File: config.mk
export PLATFORM = sky130hd
export DESIGN_NAME = aud_ser_tx
export DESIGN_NICKNAME = d
export VERILOG_FILES = /design/src/rtl/aud_tx_pkg.sv /design/src/rtl/aud_tx_clkgen.sv /design/src/rtl/aud_tx_edge.sv /design/src/rtl/aud_tx_ser.sv /design/src/rtl/aud_ser_tx.sv
export SDC_FILE = /design/constraint.sdc
export NUM_CORES = 1
export LEC_CHECK = 0
export CAP_MARGIN = 10
export CORE_AREA = 2 2 203 225
export CTS_CLUSTER_SIZE = 30
export DETAILED_ROUTE_END_ITERATION = 10
export DIE_AREA = 0 0 205 227
export DONT_BUFFER_PORTS = 1
export PLACE_DENSITY = 0.43
export SLEW_MARGIN = 20
export SYNTH_ARGS = -nofsm -noshare
export SYNTH_HDL_FRONTEND = slang
export SYNTH_SLANG_ARGS = --single-unit
File: constraint.sdc
create_clock -name clk -period 10.29 [get_ports clk]
set_clock_uncertainty 0.15 [all_clocks]
set_input_delay 0.5145 -clock clk [delete_from_list [all_inputs] [get_ports clk]]
set_output_delay 0.5145 -clock clk [all_outputs]
set_load 0.01 [all_outputs]
File: src/rtl/aud_tx_pkg.sv
package aud_tx_pkg;

   typedef enum logic [1:0] {
      FMT_RJ  = 2'b00,
      FMT_LJ  = 2'b01,
      FMT_I2S = 2'b10,
      FMT_DSP = 2'b11
   } fmt_e;

   // Number of bits per channel word; right aligned framing tops out at 24.
   function automatic logic [5:0] word_bits(input logic [1:0] wlen, input fmt_e fmt);
      case (wlen)
         2'b00:   word_bits = 6'd16;
         2'b01:   word_bits = 6'd20;
         2'b10:   word_bits = 6'd24;
         default: word_bits = (fmt == FMT_RJ) ? 6'd24 : 6'd32;
      endcase
   endfunction

   // Frame clock level that marks the left half (non pulse formats).
   function automatic logic left_level(input fmt_e fmt, input logic lrp);
      left_level = (fmt == FMT_I2S) ? lrp : ~lrp;
   endfunction

endpackage

File: src/rtl/aud_tx_clkgen.sv
module aud_tx_clkgen
   import aud_tx_pkg::*;
#(
   parameter int DIV_W = 8,
   parameter int FR_W  = 9
) (
   input  logic             clk,
   input  logic             rst_n,
   input  logic             run,
   input  fmt_e             fmt,
   input  logic             lrp,
   input  logic [DIV_W-1:0] bclk_div,
   input  logic [FR_W-1:0]  frame_div,
   output logic             bclk_q,
   output logic             lr_q
);

   logic [DIV_W-1:0] div_cnt;
   logic [DIV_W-1:0] div_lim;
   logic [FR_W-1:0]  bit_cnt;
   logic [FR_W-1:0]  bit_nxt;
   logic [FR_W-1:0]  half_pt;
   logic             tick;
   logic             lvl_left;

   assign div_lim  = (bclk_div == '0) ? DIV_W'(1) : bclk_div;
   assign tick     = (div_cnt >= div_lim - 1'b1);
   assign half_pt  = frame_div >> 1;
   assign bit_nxt  = (bit_cnt >= frame_div - 1'b1) ? '0 : bit_cnt + 1'b1;
   assign lvl_left = left_level(fmt, lrp);

   always_ff @(posedge clk or negedge rst_n) begin
      if (!rst_n) begin
         div_cnt <= '0;
         bit_cnt <= '1;
         bclk_q  <= 1'b0;
         lr_q    <= 1'b0;
      end else if (!run) begin
         div_cnt <= '0;
         bit_cnt <= '1;
         bclk_q  <= 1'b0;
         lr_q    <= 1'b0;
      end else if (tick) begin
         div_cnt <= '0;
         bclk_q  <= ~bclk_q;
         if (bclk_q) begin
            bit_cnt <= bit_nxt;
            if (fmt == FMT_DSP) lr_q <= (bit_nxt == '0);
            else                lr_q <= (bit_nxt < half_pt) ? lvl_left : ~lvl_left;
         end
      end else begin
         div_cnt <= div_cnt + 1'b1;
      end
   end

   // the frame clock only moves together with a bit-clock fall
   p_lr_on_fall_r3 : assert property (@(posedge clk) disable iff (!rst_n || !run)
      (lr_q != $past(lr_q)) |-> ($past(bclk_q) && !bclk_q));

   // in pulse framing the pulse ends at the following fall
   p_dsp_pulse_r3 : assert property (@(posedge clk) disable iff (!rst_n || !run)
      (fmt == FMT_DSP && $past(fmt) == FMT_DSP && frame_div > FR_W'(1) &&
       $past(lr_q) && $past(bclk_q) && !bclk_q) |-> !lr_q);

endmodule

File: src/rtl/aud_tx_edge.sv
module aud_tx_edge #(
   parameter int SYNC_STAGES = 2
) (
   input  logic clk,
   input  logic rst_n,
   input  logic master_en,
   input  logic bclk_inv,
   input  logic gen_bclk,
   input  logic gen_lr,
   input  logic bclk_pin,
   input  logic lr_pin,
   output logic fall_evt,
   output logic lr_lvl
);

   logic [SYNC_STAGES-1:0] b_sh;
   logic [SYNC_STAGES-1:0] l_sh;
   logic                   eff_b;
   logic                   eff_prev;

   if (SYNC_STAGES == 1) begin : g_sync_one
      always_ff @(posedge clk or negedge rst_n) begin
         if (!rst_n) begin
            b_sh <= '0;
            l_sh <= '0;
         end else begin
            b_sh <= bclk_pin;
            l_sh <= lr_pin;
         end
      end
   end else begin : g_sync_many
      always_ff @(posedge clk or negedge rst_n) begin
         if (!rst_n) begin
            b_sh <= '0;
            l_sh <= '0;
         end else begin
            b_sh <= {b_sh[SYNC_STAGES-2:0], bclk_pin};
            l_sh <= {l_sh[SYNC_STAGES-2:0], lr_pin};
         end
      end
   end

   assign eff_b  = master_en ? gen_bclk : (b_sh[SYNC_STAGES-1] ^ bclk_inv);
   assign lr_lvl = master_en ? gen_lr : l_sh[SYNC_STAGES-1];

   always_ff @(posedge clk or negedge rst_n) begin
      if (!rst_n) eff_prev <= 1'b0;
      else        eff_prev <= eff_b;
   end

   assign fall_evt = eff_prev & ~eff_b;

endmodule

File: src/rtl/aud_tx_ser.sv
module aud_tx_ser
   import aud_tx_pkg::*;
#(
   parameter int SW    = 32,
   parameter int POS_W = 10
) (
   input  logic          clk,
   input  logic          rst_n,
   input  logic          fall_evt,
   input  logic          lr_lvl,
   input  fmt_e          fmt,
   input  logic [1:0]    wlen,
   input  logic          lrp,
   input  logic          swap,
   input  logic          valid,
   input  logic [SW-1:0] left,
   input  logic [SW-1:0] right,
   output logic          ready,
   output logic          sdata
);

   logic             is_dsp, lvl_left, lr_evt;
   logic             half_start, frame_start, seg_start;
   logic [POS_W-1:0] bpos, pos, half_len, hl, off, wlb, pos_rel, idx;
   logic [SW-1:0]    act_l, act_r, pend_l, pend_r, cur_l, cur_r, word, shifted;
   logic             pend_full, in_word, bit_v;

   assign is_dsp      = (fmt == FMT_DSP);
   assign lvl_left    = left_level(fmt, lrp);
   assign wlb         = POS_W'(word_bits(wlen, fmt));
   assign half_start  = !is_dsp && (lr_lvl != lr_evt);
   assign frame_start = is_dsp ? (lr_lvl && !lr_evt) : (half_start && (lr_lvl == lvl_left));
   assign seg_start   = is_dsp ? frame_start : half_start;
   assign pos         = seg_start ? '0 : ((&bpos) ? bpos : bpos + 1'b1);
   assign hl          = half_start ? bpos + 1'b1 : half_len;
   assign ready       = !pend_full;

   // The pair loaded at a frame start is already visible to that frame's first bit.
   assign cur_l = (frame_start && pend_full) ? (swap ? pend_r : pend_l) : act_l;
   assign cur_r = (frame_start && pend_full) ? (swap ? pend_l : pend_r) : act_r;

   always_comb begin
      case (fmt)
         FMT_LJ:  off = '0;
         FMT_I2S: off = POS_W'(1);
         FMT_RJ:  off = (hl > wlb) ? hl - wlb : '0;
         default: off = lrp ? '0 : POS_W'(1);
      endcase
   end

   assign pos_rel = pos - off;

   always_comb begin
      in_word = 1'b0;
      word    = cur_l;
      idx     = pos_rel;
      if (pos >= off) begin
         if (is_dsp) begin
            if (pos_rel < wlb) begin
               in_word = 1'b1;
            end else if (pos_rel < (wlb << 1)) begin
               in_word = 1'b1;
               word    = cur_r;
               idx     = pos_rel - wlb;
            end
         end else if (pos_rel < wlb) begin
            in_word = 1'b1;
            word    = (lr_lvl == lvl_left) ? cur_l : cur_r;
         end
      end
      shifted = word << idx;
      bit_v   = in_word & shifted[SW-1];
   end

   always_ff @(posedge clk or negedge rst_n) begin
      if (!rst_n) begin
         lr_evt    <= 1'b0;
         bpos      <= '0;
         half_len  <= '0;
         sdata     <= 1'b0;
         act_l     <= '0;
         act_r     <= '0;
         pend_l    <= '0;
         pend_r    <= '0;
         pend_full <= 1'b0;
      end else begin
         if (valid && !pend_full) begin
            pend_l    <= left;
            pend_r    <= right;
            pend_full <= 1'b1;
         end
         if (fall_evt) begin
            lr_evt <= lr_lvl;
            bpos   <= pos;
            sdata  <= bit_v;
            if (half_start) half_len <= bpos + 1'b1;
            if (frame_start && pend_full) begin
               act_l     <= cur_l;
               act_r     <= cur_r;
               pend_full <= 1'b0;
            end
         end
      end
   end

   // an accepted pair closes the handshake on the next cycle
   p_accept_closes_r12 : assert property (@(posedge clk) disable iff (!rst_n)
      (valid && ready) |=> !ready);

   // a waiting pair is kept until a frame start takes it
   p_pending_kept_r12 : assert property (@(posedge clk) disable iff (!rst_n)
      (pend_full && !(fall_evt && frame_start)) |=> pend_full);

   // the data line moves only after a bit-clock fall
   p_data_on_fall_r14 : assert property (@(posedge clk) disable iff (!rst_n)
      (sdata != $past(sdata)) |-> $past(fall_evt));

endmodule

File: src/rtl/aud_ser_tx.sv
module aud_ser_tx
   import aud_tx_pkg::*;
#(
   parameter int SAMPLE_W    = 32,
   parameter int DIV_W       = 8,
   parameter int FR_W        = 9,
   parameter int SYNC_STAGES = 2
) (
   input  logic                clk,
   input  logic                rst_n,
   input  logic                master_en,
   input  logic [1:0]          fmt,
   input  logic [1:0]          wlen,
   input  logic                lrp,
   input  logic                bclk_inv,
   input  logic                swap,
   input  logic [DIV_W-1:0]    bclk_div,
   input  logic [FR_W-1:0]     frame_div,
   input  logic                smp_valid,
   output logic                smp_ready,
   input  logic [SAMPLE_W-1:0] smp_left,
   input  logic [SAMPLE_W-1:0] smp_right,
   input  logic                bclk_in,
   input  logic                lrclk_in,
   output logic                bclk_out,
   output logic                lrclk_out,
   output logic                clk_drive,
   output logic                sdata
);

   localparam int POS_W = FR_W + 1;

   if (SAMPLE_W < 32) begin : g_chk_sw
      $error("SAMPLE_W must hold a 32-bit word");
   end
   if (FR_W < 7) begin : g_chk_fr
      $error("FR_W must count at least 64 bit clocks");
   end
   if (SYNC_STAGES < 1) begin : g_chk_sync
      $error("SYNC_STAGES must be at least 1");
   end

   fmt_e fmt_t;
   logic gen_bclk, gen_lr, fall_evt, lr_lvl;

   assign fmt_t = fmt_e'(fmt);

   aud_tx_clkgen #(.DIV_W(DIV_W), .FR_W(FR_W)) u_clkgen (
      .clk       (clk),
      .rst_n     (rst_n),
      .run       (master_en),
      .fmt       (fmt_t),
      .lrp       (lrp),
      .bclk_div  (bclk_div),
      .frame_div (frame_div),
      .bclk_q    (gen_bclk),
      .lr_q      (gen_lr)
   );

   aud_tx_edge #(.SYNC_STAGES(SYNC_STAGES)) u_edge (
      .clk       (clk),
      .rst_n     (rst_n),
      .master_en (master_en),
      .bclk_inv  (bclk_inv),
      .gen_bclk  (gen_bclk),
      .gen_lr    (gen_lr),
      .bclk_pin  (bclk_in),
      .lr_pin    (lrclk_in),
      .fall_evt  (fall_evt),
      .lr_lvl    (lr_lvl)
   );

   aud_tx_ser #(.SW(SAMPLE_W), .POS_W(POS_W)) u_ser (
      .clk      (clk),
      .rst_n    (rst_n),
      .fall_evt (fall_evt),
      .lr_lvl   (lr_lvl),
      .fmt      (fmt_t),
      .wlen     (wlen),
      .lrp      (lrp),
      .swap     (swap),
      .valid    (smp_valid),
      .left     (smp_left),
      .right    (smp_right),
      .ready    (smp_ready),
      .sdata    (sdata)
   );

   assign bclk_out  = master_en & (gen_bclk ^ bclk_inv);
   assign lrclk_out = master_en & gen_lr;
   assign clk_drive = master_en;

endmodule

Word level (Yosys, flattened, before mapping):

Cells that the tools add are included.

* add/subtract/negate cells: 8
* $lt $le $gt $ge: 7
* equality and inequality tests: 9
* shift operators: 1
* muxes and demuxes: 49
* bitwise logic cells: 10
* reduce and logical (&&, ||, !) cells: 15

Operators by type and width (number)
* $mux W32: 10
* $mux W10: 8
* $mux W9: 4
* $shl A32 B10 Y32: 1
* $pmux W10 S3: 1
* $mux W8: 3
* $mux W1: 21
* $sub A10 B6 Y10: 2
* $pmux W6 S3: 1
* $add A10 B1 Y10 const B: 1
* $ge A10 B10 Y1: 1
* $gt A10 B6 Y1: 1
* $lt A10 B6 Y1: 1
* $lt A10 B7 Y1: 1
* $reduce_and A10 Y1: 1
* $sub A10 B10 Y10: 1
* $add A9 B1 Y9 const B: 1
* $ge A9 B9 Y1: 1
* $logic_not A9 Y1: 1
* $lt A9 B8 Y1: 1
* $sub A9 B1 Y9 const B: 1
* $add A8 B1 Y8 const B: 1
* $ge A8 B8 Y1: 1
* $logic_not A8 Y1: 1
* 14 further kinds: 33

* register bits after elaboration: 175
* input bits: 94
* logic and storage cells: 115

Depth between registers and ports, before layout:

Gate-level depths: netlist of run 1.

* depth in word-level cells: 15
* mapped depth: 39

By module:

From an unflattened synthesis of run 1, not the netlist that was laid out.

* cells, all modules: 1193
* area, all modules: 11571.1 um2

By module, submodules not included
* aud_tx_ser: times used 1, cells each 935, area each 9325.2 um2
* aud_tx_clkgen: times used 1, cells each 244, area each 2053.2 um2
* aud_tx_edge: times used 1, cells each 10, area each 163.9 um2
* aud_ser_tx: times used 1, cells each 4, area each 28.8 um2

Least setup slack after synthesis of run 1:

No wires, ideal clock.

* path type: input-to-reg
* from: input port master_en
* to: register u_ser.sdata
* library setup time: 0.124 ns
* data arrival time: 7.261 ns
* setup slack: 2.755 ns
* cell stages on the path: 35
* buffers on the path: 4
* path through: mux2_2 > ha_1 > nand2b_1 > clkbuf_1 > clkbuf_1 > a21oi_1 > ha_1 > inv_1 > ha_1 > a21oi_1 > nor2_1 > a211oi_1 > o211a_1 > nor3_1 > nand2b_1 > ha_1 > a211oi_1 > a21oi_1 > nor2_1 > xnor2_1 > ha_1 > inv_1 > a21boi_1 > and4b_1 > o31ai_1 > mux2i_1 > and3_1 > buf_6 > xnor2_4 > buf_6 > mux2_1 > o211ai_1 > o2111a_1 > a311oi_1 > a211o_1

* cells in the longest elaborated chain, start to end: 15
* elaborated cells on any way between the ends: 42

RTL lines
* from (decl): RTL line aud_ser_tx.sv:11 `input logic master_en,`
* $mux W1: RTL line aud_tx_edge.sv:44 `assign lr_lvl = master_en ? gen_lr : l_sh[SYNC_STAGES-1];`
* $ne A1 B1 Y1: RTL line aud_tx_ser.sv:31 `assign half_start = !is_dsp && (lr_lvl != lr_evt);`
* $logic_and A1 B1 Y1: RTL line aud_tx_ser.sv:31
* $mux W10 / $logic_and A1 B1 Y1 (equally long branches): RTL line aud_tx_ser.sv:35, aud_tx_ser.sv:32
* $sub A10 B6 Y10 (tied with other cells): RTL line aud_tx_ser.sv:46 `FMT_RJ: off = (hl > wlb) ? hl - wlb : '0;`
* $mux W10 / $mux W1 (equally long branches): RTL line aud_tx_ser.sv:46, aud_tx_ser.sv:33
* $pmux W10 S3 / $mux W10 (equally long branches): RTL line aud_tx_ser.sv:43, aud_tx_ser.sv:34
* $sub A10 B10 Y10: RTL line aud_tx_ser.sv:51 `assign pos_rel = pos - off;`
* $sub A10 B6 Y10 / $lt A10 B7 Y1 (equally long branches): RTL line aud_tx_ser.sv:64, aud_tx_ser.sv:61
* $mux W10 / $mux W32 (equally long branches): RTL line aud_tx_ser.sv:61 `end else if (pos_rel < (wlb << 1)) begin`
* $mux W10 / $mux W32 (equally long branches): RTL line aud_tx_ser.sv:59 `if (pos_rel < wlb) begin`
* $mux W10 / $mux W32 (equally long branches): RTL line aud_tx_ser.sv:58 `if (is_dsp) begin`
* $mux W10 / $mux W32 (equally long branches): RTL line aud_tx_ser.sv:57 `if (pos >= off) begin`
* $shl A32 B10 Y32: RTL line aud_tx_ser.sv:71 `shifted = word << idx;`
* $and A1 B1 Y1: RTL line aud_tx_ser.sv:72 `bit_v = in_word & shifted[SW-1];`
* to (signal assigned): RTL line aud_tx_ser.sv:95 `sdata <= bit_v;`
* to (decl): RTL line aud_tx_ser.sv:19 `output logic sdata`

Parallel ways exist; a longest one is shown, timed or not.
A chain may end at the register's enable or synchronous reset.

Worst setup path in the final report of run 1:

* from: register u_clkgen.lr_q
* to: register u_ser.sdata

* cells in the longest elaborated chain, start to end: 15
* elaborated cells on any way between the ends: 39

RTL lines
* from (decl): RTL line aud_tx_clkgen.sv:15 `output logic lr_q`
* from (signal assigned): RTL line aud_tx_clkgen.sv:48 `if (fmt == FMT_DSP) lr_q <= (bit_nxt == '0);`
* from (signal assigned): RTL line aud_tx_clkgen.sv:49 `else lr_q <= (bit_nxt < half_pt) ? lvl_left : ~lvl_left;`
* $mux W1 (*): RTL line aud_tx_edge.sv:44
* named net lr_lvl: RTL line aud_ser_tx.sv:44 `logic gen_bclk, gen_lr, fall_evt, lr_lvl;`
* $ne A1 B1 Y1: RTL line aud_tx_ser.sv:31
* $logic_and A1 B1 Y1: RTL line aud_tx_ser.sv:31
* $mux W10 / $logic_and A1 B1 Y1 (equally long branches): RTL line aud_tx_ser.sv:35, aud_tx_ser.sv:32
* $sub A10 B6 Y10 (tied with other cells): RTL line aud_tx_ser.sv:46
* $mux W10 / $mux W1 (equally long branches): RTL line aud_tx_ser.sv:46, aud_tx_ser.sv:33
* $pmux W10 S3 / $mux W10 (equally long branches): RTL line aud_tx_ser.sv:43, aud_tx_ser.sv:34
* $sub A10 B10 Y10: RTL line aud_tx_ser.sv:51
* $sub A10 B6 Y10 / $lt A10 B7 Y1 (equally long branches): RTL line aud_tx_ser.sv:64, aud_tx_ser.sv:61
* $mux W10 / $mux W32 (equally long branches): RTL line aud_tx_ser.sv:61
* $mux W10 / $mux W32 (equally long branches): RTL line aud_tx_ser.sv:59
* $mux W10 / $mux W32 (equally long branches): RTL line aud_tx_ser.sv:58
* $mux W10 / $mux W32 (equally long branches): RTL line aud_tx_ser.sv:57
* $shl A32 B10 Y32: RTL line aud_tx_ser.sv:71
* $and A1 B1 Y1 (*): RTL line aud_tx_ser.sv:72

The timed path passes the listed nets; every way through them passes the cells marked *.

==> summary.md, run 1 <==
| Metric | Value |
|---|---|
| Critical path data arrival time | slightly above 9 ns |
| Pin count of the biggest net entering global routing | 176 |
| Crit-path max FO | 22 |
| Synth Area in Adders | 6.39% |
| CP endpoint kind | flop |
| WL final | about 28000 um |
| Static leakage | between 5 and 6 nW |
| Unrepaired setup endpoints after global routing | false |
| Detailed Routing Iterations Pass 1 | 4 |
| HPWL Detailed | 19700 um |
| Reg-to-reg slack, setup | 1.33 ns |
| Core area | ~44000 um^2 |
| Top cell type's share of synthesized area | a little under two fifths |
| CTS root buffer | clkbuf_16 |
| Met3 wire length | roughly 1200 um |
| Overall power | between 0.003 and 0.004 W |
| Synthesized cell area | ~11000 um^2 |
| GRT Util Overall | roughly an eighth |
| Vias in the first global route | roughly 8100 |
| Cells after synthesis | between 1000 and 1500 |
| Final Hold Viols | 0 |
| Hold crit path type | input port to flop |
| Synth Warn # | 0 |
| Highest Clock Rate | approximately 0.11 GHz |
| Postcts setup bufs | 0 |
| Worst-Skew Late Latency | 0.45 ns |
| Largest family of logic cells by synthesized area | multiplexers |
| Met2 Routed Length | 13300 um |
| Layout cell share with drive strength beyond 1 | between 10 and 15% |
| Post-synthesis simple-gate area fraction | 11.3% |
| GRT overflow | 0 |
| Initial core utilization | between 20% and 30% |
| Most frequent cells after synthesis | dfrtp_1 (166), nand2_1 (115), o21ai_0 (102) |
| Sequential share of the synthesized area | around two fifths |
| CP required | roughly 11 ns |
| Buffer depth of the longest clock path | 2 |
| Synthesized Nets | around 1200 |
| Async S/R FF share, synth | between 90% and 100% |
| Post-synth EDFFs | 0 |
| Setup crit start | u_clkgen.lr_q |
| Layout net count | ~1200 |
| First-pass GRT wire length | roughly 45000 um |
| Period Utilization, post-route | 87.1% |
| Reg2Reg Launch Point | u_clkgen.lr_q |
| Worst vdd ir | roughly 0.17 mV |
| Synthesized area per cell | 10.0 um^2 |
| Slew margin rel. | between 20% and 30% |
| Crit path time final | about 9 ns |
| FF-to-FF path depth | 30 |
| # resized after CTS | 0 |
| Post-synth cell types | between 70 and 80 |
| Top Family by Delay on Critical Path | simple AND/OR/NAND/NOR gates |
| Crit Path Class | flop to flop |
| Pwr dens | approximately 300 nW/um^2 |
| Setup TNS | 0 ns |
| Sink Count | between 150 and 200 |
| Final-report setup violation count | 0 |
| Crit-path most repeated cell | ha_1 |
| Critical path depth in cells | 30 |
| Most area-hungry cell type in the Yosys netlist | dfrtp_1 |
| P&R area growth vs syn | 11.3% |
| CTS clk-pin slew, worst paths | about 0.08 ns |
| Most common cell in the synthesized netlist | dfrtp_1 |
| Die area | 46500 um^2 |
| WL per Instance | 16.6 um |
| H-tree Lvls | 4 |
| Ports | 99 |
| Die Ht | roughly 230 um |
| DRT iter0 DRCs | about 320 |
| CTS Buf Count | 17 |
| Via count | 7778 |
| Slew @ Worst Pin | approximately 1.1 ns |
| Met1 WL | roughly 13000 um |
| Critical path launch point type | flop |
| Port bufs | 0 |
| FF+latch count, synth | about 180 |
| Hold path depth | 1 |
| CP max-delay cell | nor3_1 |
| TritonCTS clock tree | done |
| Slew Limit Fails | 0 |
| Worst path bufs/invs | 1 |
| Proportion of synthesized area in mux cells | 20.8% |
| Status | completed |
| Initial antenna violation count | 3 |
| Slowest cell delay on critical path | 0.75 ns |
| Via-to-Cell Ratio | between 4 and 5 |
| Critical Path Sink | u_ser.sdata |
| Top cells by area, synth | dfrtp_1 (38%), mux2i_1 (9.0%), mux2_2 (8.6%) |
| Highest Signal Layer | met5 |
| XOR/XNOR Fraction of Synth Area | under 10% |
| Std cell rows | 81 |
| Compound-cell area share of the yosys netlist | 13.4% |
| Residual DRC count | 0 |
| GPL Wtd Cong | approximately 0.78 |
| Post-DRT Antenna Nets | 0 |
| Synth Flop Type | dfrtp_1 |
| Max-cap violations | 0 |
| Die W | slightly above 200 um |
| RR Endpoint | u_ser.sdata |
logic make-up after synthesis:
| group | after synthesis |
|---|---|
| xor gates and xnor gates | 53 |
| muxes | 202 |
| and+or+nand+nor | 272 |
| DFF | 175 |
| buffers and inverters | 98 |
| adders and majority gates | 55 |
| AOI/OAI and AO/OA | 237 |
stage by stage:
step	util (%)	instance area (um^2)	setup WS, ns	hold WS (ns)	cells
after floorplan	-	11000	2.76	0.0689	1092
after detailed placement	26.1	11500	1.22	0.0766	1625
after CTS	27.6	12200	1.35	0.00907	1661
after global routing	27.6	12200	0.593	0.0268	1662
after global placement	26.1	11500	1.55	0.0762	1625
final	27.6	12200	1.33	0.0627	1664
how the worst min path moves through the flow:
stage / slack (ns) / start / end
3_5_place_dp: 0.08 / rst_n / u_ser.pend_l[24]
4_1_cts: 0.009 / rst_n / u_ser.pend_r[24]
2_1_floorplan: 0.07 / rst_n / u_clkgen.bclk_q
3_3_place_gp: 0.08 / rst_n / u_ser.pend_l[24]
5_1_grt: 0.03 / smp_left[18] / u_ser.pend_l[18]
6_report: 0.06 / smp_left[23] / u_ser.pend_l[23]
state kept, by name, summed over array words and instances, names as in the netlist:
signal / cells
u_clkgen.bclk_q: 1
u_clkgen.bit_cnt: 9
u_clkgen.div_cnt: 8
u_clkgen.lr_q: 1
u_edge.b_sh: 2
u_edge.eff_prev: 1
u_edge.l_sh: 2
u_ser.act_l: 32
u_ser.act_r: 32
u_ser.bpos: 10
u_ser.half_len: 10
u_ser.lr_evt: 1
u_ser.pend_full: 1
u_ser.pend_l: 32
u_ser.pend_r: 32
u_ser.sdata: 1
power breakdown:
part	internal [W]	switching (W)	total (W)
clock network	0.000374	0.000308	0.000682
logic	0.000787	0.000939	0.00173
registers	0.000987	0.000245	0.00123
cell type report:
type / instances / area (um^2)
Sequential cell: 175 / 4390
Multi-Input combinational cell: 819 / 6190
Clock inverter: 14 / 170
Fill cell: 4703 / 32000
Inverter: 45 / 169
Antenna cell: 2 / 5.00
Clock buffer: 18 / 439
Tap cell: 581 / 727
Timing Repair Buffer: 10 / 109
routing by layer:
| metal | vias up | GRT usage (%) |
|---|---|---|
| met1 | 3789 | 16.0 |
| met5 | - | 0 |
| met2 | 112 | 20.7 |
| met4 | 2 | 2.92 |
| met3 | 14 | 2.89 |
| li1 | 3861 | - |
layout by cell type (no fill, tap or decap), types with 17 or more instances in the layout:
master / count
mux2i_1: 99
clkbuf_16: 17
inv_1: 44
xor2_1: 20
mux2_2: 84
dfrtp_1: 166
a21oi_1: 40
ha_1: 52
nand3_1: 18
nor2_1: 72
nand2_1: 115
xnor2_1: 32
o21ai_0: 102
what timing repair did:
action                                  4_1_cts  5_1_grt
hold endpoints to repair                    178        5
hold buffers                                  4        1
endpoints found under the setup margin        0        0
Note: power is estimated with default switching activity, not from simulation.
==> run 2: changes to the inputs <==
--- a/config.mk
+++ b/config.mk
@@ -5,13 +5,14 @@
 export SDC_FILE = /design/constraint.sdc
 export NUM_CORES = 1
 export LEC_CHECK = 0
+export ABC_AREA = 1
+export BUFFER_PORTS_ARGS = -buffer_cell sky130_fd_sc_hd__buf_4
 export CAP_MARGIN = 10
-export CORE_AREA = 2 2 203 225
+export CORE_AREA = 2 2 206 229
 export CTS_CLUSTER_SIZE = 30
 export DETAILED_ROUTE_END_ITERATION = 10
-export DIE_AREA = 0 0 205 227
-export DONT_BUFFER_PORTS = 1
-export PLACE_DENSITY = 0.43
+export DIE_AREA = 0 0 208 231
+export PLACE_DENSITY = 0.45
 export SLEW_MARGIN = 20
 export SYNTH_ARGS = -nofsm -noshare
 export SYNTH_HDL_FRONTEND = slang
==> run 2 against run 1 <==
  * Maximum frequency rose by 37%
  * Wire length is 11% higher
  * Highest routed layer is now met4
  * Critical path depth rose by 6
  * Via count is 26% higher
  * Global-route usage is 0.77 points higher
  * Non-clock buffer count rose by 99
  * Register-to-register slack better by 2.4 ns
  * Critical endpoint unchanged
  * Largest cell class unchanged
  * Largest power group unchanged
  * Core utilization up 0.96 points
==> summary.md, run 2 <==
| Metric | Value |
|---|---|
| Post-synth EDFFs | 0 |
| RR Endpoint | u_ser.sdata |
| Die area | ~48000 um^2 |
| Period Utilization, post-route | 63.3% |
| Slew margin rel. | ~35% |
| Placed cells | ~2200 |
| FF+latch count, synth | between 150 and 200 |
| Synthesized area per cell | between 7 and 8 um^2 |
| Final Hold Viols | 0 |
| TritonCTS clock tree | done |
| GRT overflow | 0 |
| Overall power | between 0.003 and 0.004 W |
| Unrepaired setup endpoints after global routing | false |
| Commonest non-fill, non-tap cell in the layout | nand2_1 |
| Status | completed |
| CP endpoint kind | flop |
| GPL Wtd Cong | between 0.8 and 0.9 |
| DRT iter0 DRCs | ~670 |
| Vias in the first global route | approximately 9500 |
| Antenna fix cells | 0 |
| P&R area growth vs syn | 15.9% |
| Hold path depth | 1 |
| Ports | between 90 and 100 |
| Crit-path most repeated cell | nand2_1 |
| Buffer depth of the longest clock path | 2 |
| Fin util | 28.6% |
| Slew @ Worst Pin | between 0.9 and 1 ns |
| First-pass GRT wire length | a little over 50000 um |
| Initial core utilization | between 20% and 30% |
| CTS clk-pin slew, worst paths | about 0.070 ns |
| H-tree Lvls | 4 |
| CTS root buffer | clkbuf_16 |
| Synthesized cell area | 11300 um^2 |
| CP required | approximately 10 ns |
| Crit-path max FO | 33 |
| Reg-to-reg slack, setup | 3.77 ns |
| Synthesized Nets | 1671 |
| Sink Count | ~180 |
| Via count | 9837 |
| Reg2Reg Launch Point | u_clkgen.lr_q |
| Detailed Routing Iterations Pass 1 | 5 |
| Cells after synthesis | 1523 |
| Async S/R FF share, synth | 100% |
| Total of fill cells in the finished design | 5038 |
| Initial antenna violation count | 0 |
| Worst hold start | lrclk_in |
| Critical path launch point type | flop |
| Post-DRT Antenna Nets | 0 |
| Layout cell share with drive strength beyond 1 | 14.2% |
| # resized after CTS | 0 |
| CTS Buf Count | 17 |
| Final-report setup violation count | 0 |
| Critical path data arrival time | around 6.7 ns |
| Top cells by area, synth | dfrtp_1 (37%), nand2_1 (13%), o21ai_0 (7.6%) |
| GRT Util Overall | 13.1% |
| Std cell rows | 83 |
| HPWL Detailed | around 23000 um |
| Slowest cell delay on critical path | 0.48 ns |
| Crit Path Class | flop to flop |
| Die Ht | about 230 um |
| Die W | about 210 um |
| Pin count of the biggest net entering global routing | 95 |
| Worst vdd ir | about 0.16 mV |
| Non-Filler Instances | around 2200 |
| DP Area | approximately 13000 um^2 |
| Pwr dens | 289 nW/um^2 |
| Top cell type's share of synthesized area | a little under two fifths |
| Max-cap violations | 0 |
| Layout net count | approximately 1700 |
| Synth Warn # | 0 |
| Core area | roughly 46000 um^2 |
| FF-to-FF path depth | 36 |
| Most frequent cells after synthesis | nand2_1 (396), o21ai_0 (171), dfrtp_1 (166), inv_1 (166), nand3_1 (102) |
| Residual DRC count | 0 |
| Synth Flop Type | dfrtp_1 |
| Port bufs | around 100 |
| WL final | approximately 31000 um |
| CP max-delay cell | fa_1 |
| Most area-hungry cell type in the Yosys netlist | dfrtp_1 |
| Post-synth cell types | 56 |
| Final instance area | roughly 13000 um^2 |
| Static leakage | between 6 and 7 nW |
| Hold crit path type | input port to flop |
| Most frequent cells in the layout | nand2_1 (395), o21ai_0 (171), dfrtp_1 (166) |
| Highest Clock Rate | between 0.15 and 0.2 GHz |
| Setup TNS | 0 ns |
| Via-to-Cell Ratio | ~4.5 |
| Worst hold path endpoint | u_edge.l_sh[0] |
| Most common cell in the synthesized netlist | nand2_1 |
| Crit path time final | ~6.5 ns |
| Postcts setup bufs | 0 |
| WL per Instance | between 10 and 15 um |
| Sequential share of the synthesized area | roughly two fifths |
| Worst-Skew Late Latency | about 0.45 ns |
| Slew Limit Fails | 0 |
-- run 2: cell types whose count changed in the layout (fill, tap and decap cells not counted), moves of 28 or more --
cell / previous run / this run
a21oi_1: 40 / 79
nand2_1: 115 / 395
nand3_1: 18 / 102
inv_1: 44 / 165
mux2_2: 84 / 32
nor2_1: 72 / 100
o21ai_0: 102 / 171
buf_4: 4 / 106
mux2i_1: 99 / 4
-- run 2: worst max path at each step --
stage / start / end / slack, ns / cells past startpoint
6_report: u_clkgen.lr_q / u_ser.sdata / 3.77 / 36
5_1_grt: u_clkgen.lr_q / u_ser.sdata / 2.97 / 36
4_1_cts: u_clkgen.lr_q / u_ser.sdata / 3.74 / 36
3_5_place_dp: master_en / u_ser.sdata / 3.46 / 37
3_3_place_gp: master_en / u_ser.sdata / 3.61 / 37
2_1_floorplan: master_en / u_ser.sdata / 4.73 / 40
-- run 2: worst max-delay path, delay by kind of cell, from the launching register on --
kind | cells | cell delay, ns
fa+ha+maj | 5 | 1.53
simple gates | 17 | 2.44
buf+inv | 5 | 0.42
xor+xnor | 2 | 0.49
compound gates | 7 | 1.00
flops | 1 | 0.38
-- run 2: logic make-up after synthesis --
kind of cell	count (synthesis)	share of synthesized area, %
DFF	175	38.8
and+or+nand+nor	663	25.0
adders and majority gates	54	6.11
xor gates and xnor gates	33	2.56
AOI/OAI and AO/OA	316	15.0
buffers and inverters	246	9.02
muxes	36	3.54
-- run 2: through the flow --
stage | setup slack [ns] | hold slack, ns
global route | 2.97 | 0.00555
finish | 3.77 | 0.0344
CTS | 3.74 | 0.00155
floorplan | 4.73 | 0.0689
global placement | 3.61 | 0.189
detailed placement | 3.46 | 0.191
-- run 2: repair_timing --
action,CTS,global route
hold endpoints to repair,51,0
hold buffers,2,0
endpoints found under the setup margin,0,0
-- run 2: layout make-up --
class                           count  area [um^2]  area share [%]
Clock buffer                       20          447            3.41
Clock inverter                     12          123           0.935
Inverter                          179          674            5.14
Multi-Input combinational cell   1102         5910            45.0
Sequential cell                   175         4390            33.5
Tap cell                          595          744            5.68
Timing Repair Buffer              109          827            6.31
-- run 2: where the power goes --
group	internal, W	total, W	switching (W)
Clock	0.000346	0.000650	0.000304
Sequential	0.000970	0.00112	0.000149
Combinational	0.000745	0.00203	0.00128
-- run 2: layer usage --
layer,share of wire [%],vias to the layer above,global-route usage (%),routed length (um)
met2,48,145,21.6,14600
met1,48,4585,17.4,14700
met4,1.7,0,4.21,516
met3,2.8,27,2.23,850
li1,-,5080,-,-
met5,0,-,0,0
==> run 3: changes to the inputs <==
--- a/config.mk
+++ b/config.mk
@@ -5,13 +5,13 @@
 export SDC_FILE = /design/constraint.sdc
 export NUM_CORES = 1
 export LEC_CHECK = 0
-export ABC_AREA = 1
+export ABC_AREA = 0
 export BUFFER_PORTS_ARGS = -buffer_cell sky130_fd_sc_hd__buf_4
 export CAP_MARGIN = 10
-export CORE_AREA = 2 2 206 229
+export CORE_AREA = 2 2 203 225
 export CTS_CLUSTER_SIZE = 30
 export DETAILED_ROUTE_END_ITERATION = 10
-export DIE_AREA = 0 0 208 231
+export DIE_AREA = 0 0 205 227
 export PLACE_DENSITY = 0.45
 export SLEW_MARGIN = 20
 export SYNTH_ARGS = -nofsm -noshare
==> constraint.sdc (replaced) <==
create_clock -name clk -period 6.1 [get_ports clk]
set_clock_uncertainty 0.15 [all_clocks]
set_input_delay 0.305 -clock clk [delete_from_list [all_inputs] [get_ports clk]]
set_output_delay 0.305 -clock clk [all_outputs]
set_load 0.01 [all_outputs]
==> run 3 against run 2 <==
  * The flow now finishes with violations (negative setup slack)
  * Register-to-register slack got worse by 4.3 ns
  * Wire length decreased by 2.8%
  * Worst setup slack worse by 4.3 ns
  * Sequential power rose by 85%
  * Power rose by 88%
==> summary.md, run 3 (same netlist as run 1, synthesis figures left out) <==
| Metric | Value |
|---|---|
| Worst-Skew Late Latency | roughly 0.44 ns |
| Slowest cell delay on critical path | 0.37 ns |
| Cell Int Power | between 0.004 and 0.005 W |
| Period Utilization, post-route | 108% |
| TritonCTS clock tree | done |
| Residual DRC count | 0 |
| Static leakage | a little under 7 nW |
| Non-Filler Instances | 1955 |
| Layout cell share with drive strength beyond 1 | roughly a third |
| Setup WS post-layout | -0.490 ns |
| Worst vdd ir | ~0.25 mV |
| CTS Buf Count | 17 |
| Via-to-Cell Ratio | ~4.5 |
| Hold crit path type | input port to flop |
| Crit-path max FO | 8 |
| Total of fill cells in the finished design | 4613 |
| Highest Clock Rate | 0.152 GHz |
| Critical path launch point type | flop |
| Seq pwr share | 29.1% |
| Clk network pwr share | between 10 and 15% |
| Initial core utilization | between 20% and 30% |
| Pin count of the biggest net entering global routing | 130 |
| Max-cap violations | 0 |
| GPL Wtd Cong | between 0.7 and 0.8 |
| Crit Path Class | flop to flop |
| Crit-path most repeated cell | a21oi_2 |
| Die area | between 40000 and 50000 um^2 |
| WL per Instance | ~15 um |
| Slew Limit Fails | 0 |
| Unrepaired setup endpoints after global routing | true |
| Ports | 99 |
| WL final | a little under 30000 um |
| CTS clk-pin slew, worst paths | around 0.070 ns |
| Detailed Routing Iterations Pass 1 | 4 |
| Slew margin rel. | a little under half |
| DRT iter0 DRCs | 270 |
| GRT overflow | 0 |
| Via count | 8878 |
| Most frequent cells in the layout | buf_4 (224), dfrtp_1 (166), nand2_1 (114) |
| Commonest non-fill, non-tap cell in the layout | buf_4 |
| Critical path data arrival time | around 6.8 ns |
| Failing checks | negative setup slack |
| Status | complete, but fails checks |
| Core area | around 44000 um^2 |
| Final-report setup violation count | 1 |
| Overall power | roughly 0.0071 W |
| Post-DRT Antenna Nets | 0 |
| Layout net count | between 1500 and 2000 |
| Final instance area | 14900 um^2 |
| H-tree Lvls | 4 |
| CTS root buffer | clkbuf_16 |
| Final Hold Viols | 0 |
| Crit path time final | approximately 6.6 ns |
| Sw frac | between 40 and 50% |
| Die W | roughly 200 um |
| Std cell rows | 81 |
| Placed cells | 1835 |
| Sink Count | 175 |
| DP Area | approximately 13000 um^2 |
| CP required | 6.28 ns |
| Pwr dens | around 480 nW/um^2 |
| P&R area growth vs syn | 35.7% |
| Initial antenna violation count | 0 |
| HPWL Detailed | 21800 um |
| Post-Place Worst Slack | -0.902 ns |
| CP endpoint kind | flop |
| GRT Util Overall | between 10% and 20% |
| Slew @ Worst Pin | a little over 0.8 ns |
| Antenna fix cells | 0 |
| Buffer depth of the longest clock path | 2 |
| CP max-delay cell | dfrtp_1 |
| Comb power frac | between 50 and 60% |
| Port bufs | 98 |
| Die Ht | roughly 230 um |
| First-pass GRT wire length | 48600 um |
| Vias in the first global route | 9108 |
| NetSw | roughly 0.0029 W |
==> run 3: cell types whose count changed in the layout (fill, tap and decap cells not counted), moves of 11 or more <==
cell           previous run  this run
nand2_1                 395       114
inv_1                   165        41
buf_4                   106       224
mux2i_1                   4        98
nand3_1                 102        18
o21ai_0                 171        97
dlygate4sd3_1             2        68
mux2_2                   32        82
a21oi_1                  79        32
nor2_1                  100        68
o21ai_1                  29         5
xnor2_1                   7        30
a21o_1                    1        15
mux4_2                    0        11
==> run 3: final cells by class <==
cell class | instances | area [um^2] | share of cell area (%)
clock buffers | 18 | 429 | 2.89
clock inverters | 13 | 105 | 0.707
inverters | 45 | 169 | 1.14
multi-input cells | 820 | 6510 | 43.8
flip-flops and latches | 175 | 4390 | 29.5
well taps | 581 | 727 | 4.89
repair buffers | 303 | 2540 | 17.1
==> run 3: critical path, delay by kind of cell (launching register included) <==
family                     cells  cell delay [ns]
AOI/OAI and AO/OA             13             1.99
adders and majority gates      5             1.30
and+or+nand+nor                7             1.02
muxes                          3             0.74
buffers and inverters          4             0.51
xor gates and xnor gates       2             0.39
DFF                            1             0.37
==> run 3: metrics by stage <==
stage	util (%)	hold slack (ns)	TNS (ns)
2_1_floorplan	-	-0.141	-0.692
6_report	33.6	0.174	-0.490
3_5_place_dp	29.9	0.132	-0.902
3_3_place_gp	29.9	0.134	-0.767
4_1_cts	33.3	0.149	-0.458
5_1_grt	33.6	0.207	-0.835
==> run 3: routing by layer <==
metal	share of wire (%)	up-vias	GRT usage, %	wire length (um)
li1	-	4465	-	-
met1	48	4291	17.4	14200
met2	49	112	23.0	14700
met3	2.4	10	2.32	725
met4	0.69	0	2.76	206
met5	0	-	0	0
==> run 3: power by group through the flow <==
stage               Sequential (W)  Combinational [W]  Clock [W]
global route               0.00215            0.00442    0.00115
detailed placement         0.00210            0.00359          0
finish                     0.00207            0.00400    0.00105
floorplan                  0.00195            0.00243          0
global placement           0.00209            0.00355          0
CTS                        0.00208            0.00391    0.00110
==> run 3: what timing repair did <==
item | CTS | global route
pin swaps | 23 | 27
setup endpoints to repair | 1 | 1
buffers inserted | 11 | 8
gates resized for setup | 40 | 16
endpoints found under the hold margin | 113 | 0
gates cloned | 2 | 0
hold buffers | 68 | 0
==> run 3: final timing paths <==
path                                start                to  depth (start not counted)  slack, ns
setup / recovery           u_edge.l_sh[1]       u_ser.sdata                         34      -0.49
hold reg to reg            u_edge.l_sh[0]    u_edge.l_sh[1]                          0       0.20
min in group asynchronous           rst_n     u_clkgen.lr_q                          2       0.21
setup reg to reg           u_edge.l_sh[1]       u_ser.sdata                         34      -0.49
hold / removal                        lrp     u_clkgen.lr_q                          4       0.17
max in group asynchronous           rst_n  u_ser.pend_l[29]                          3       4.49
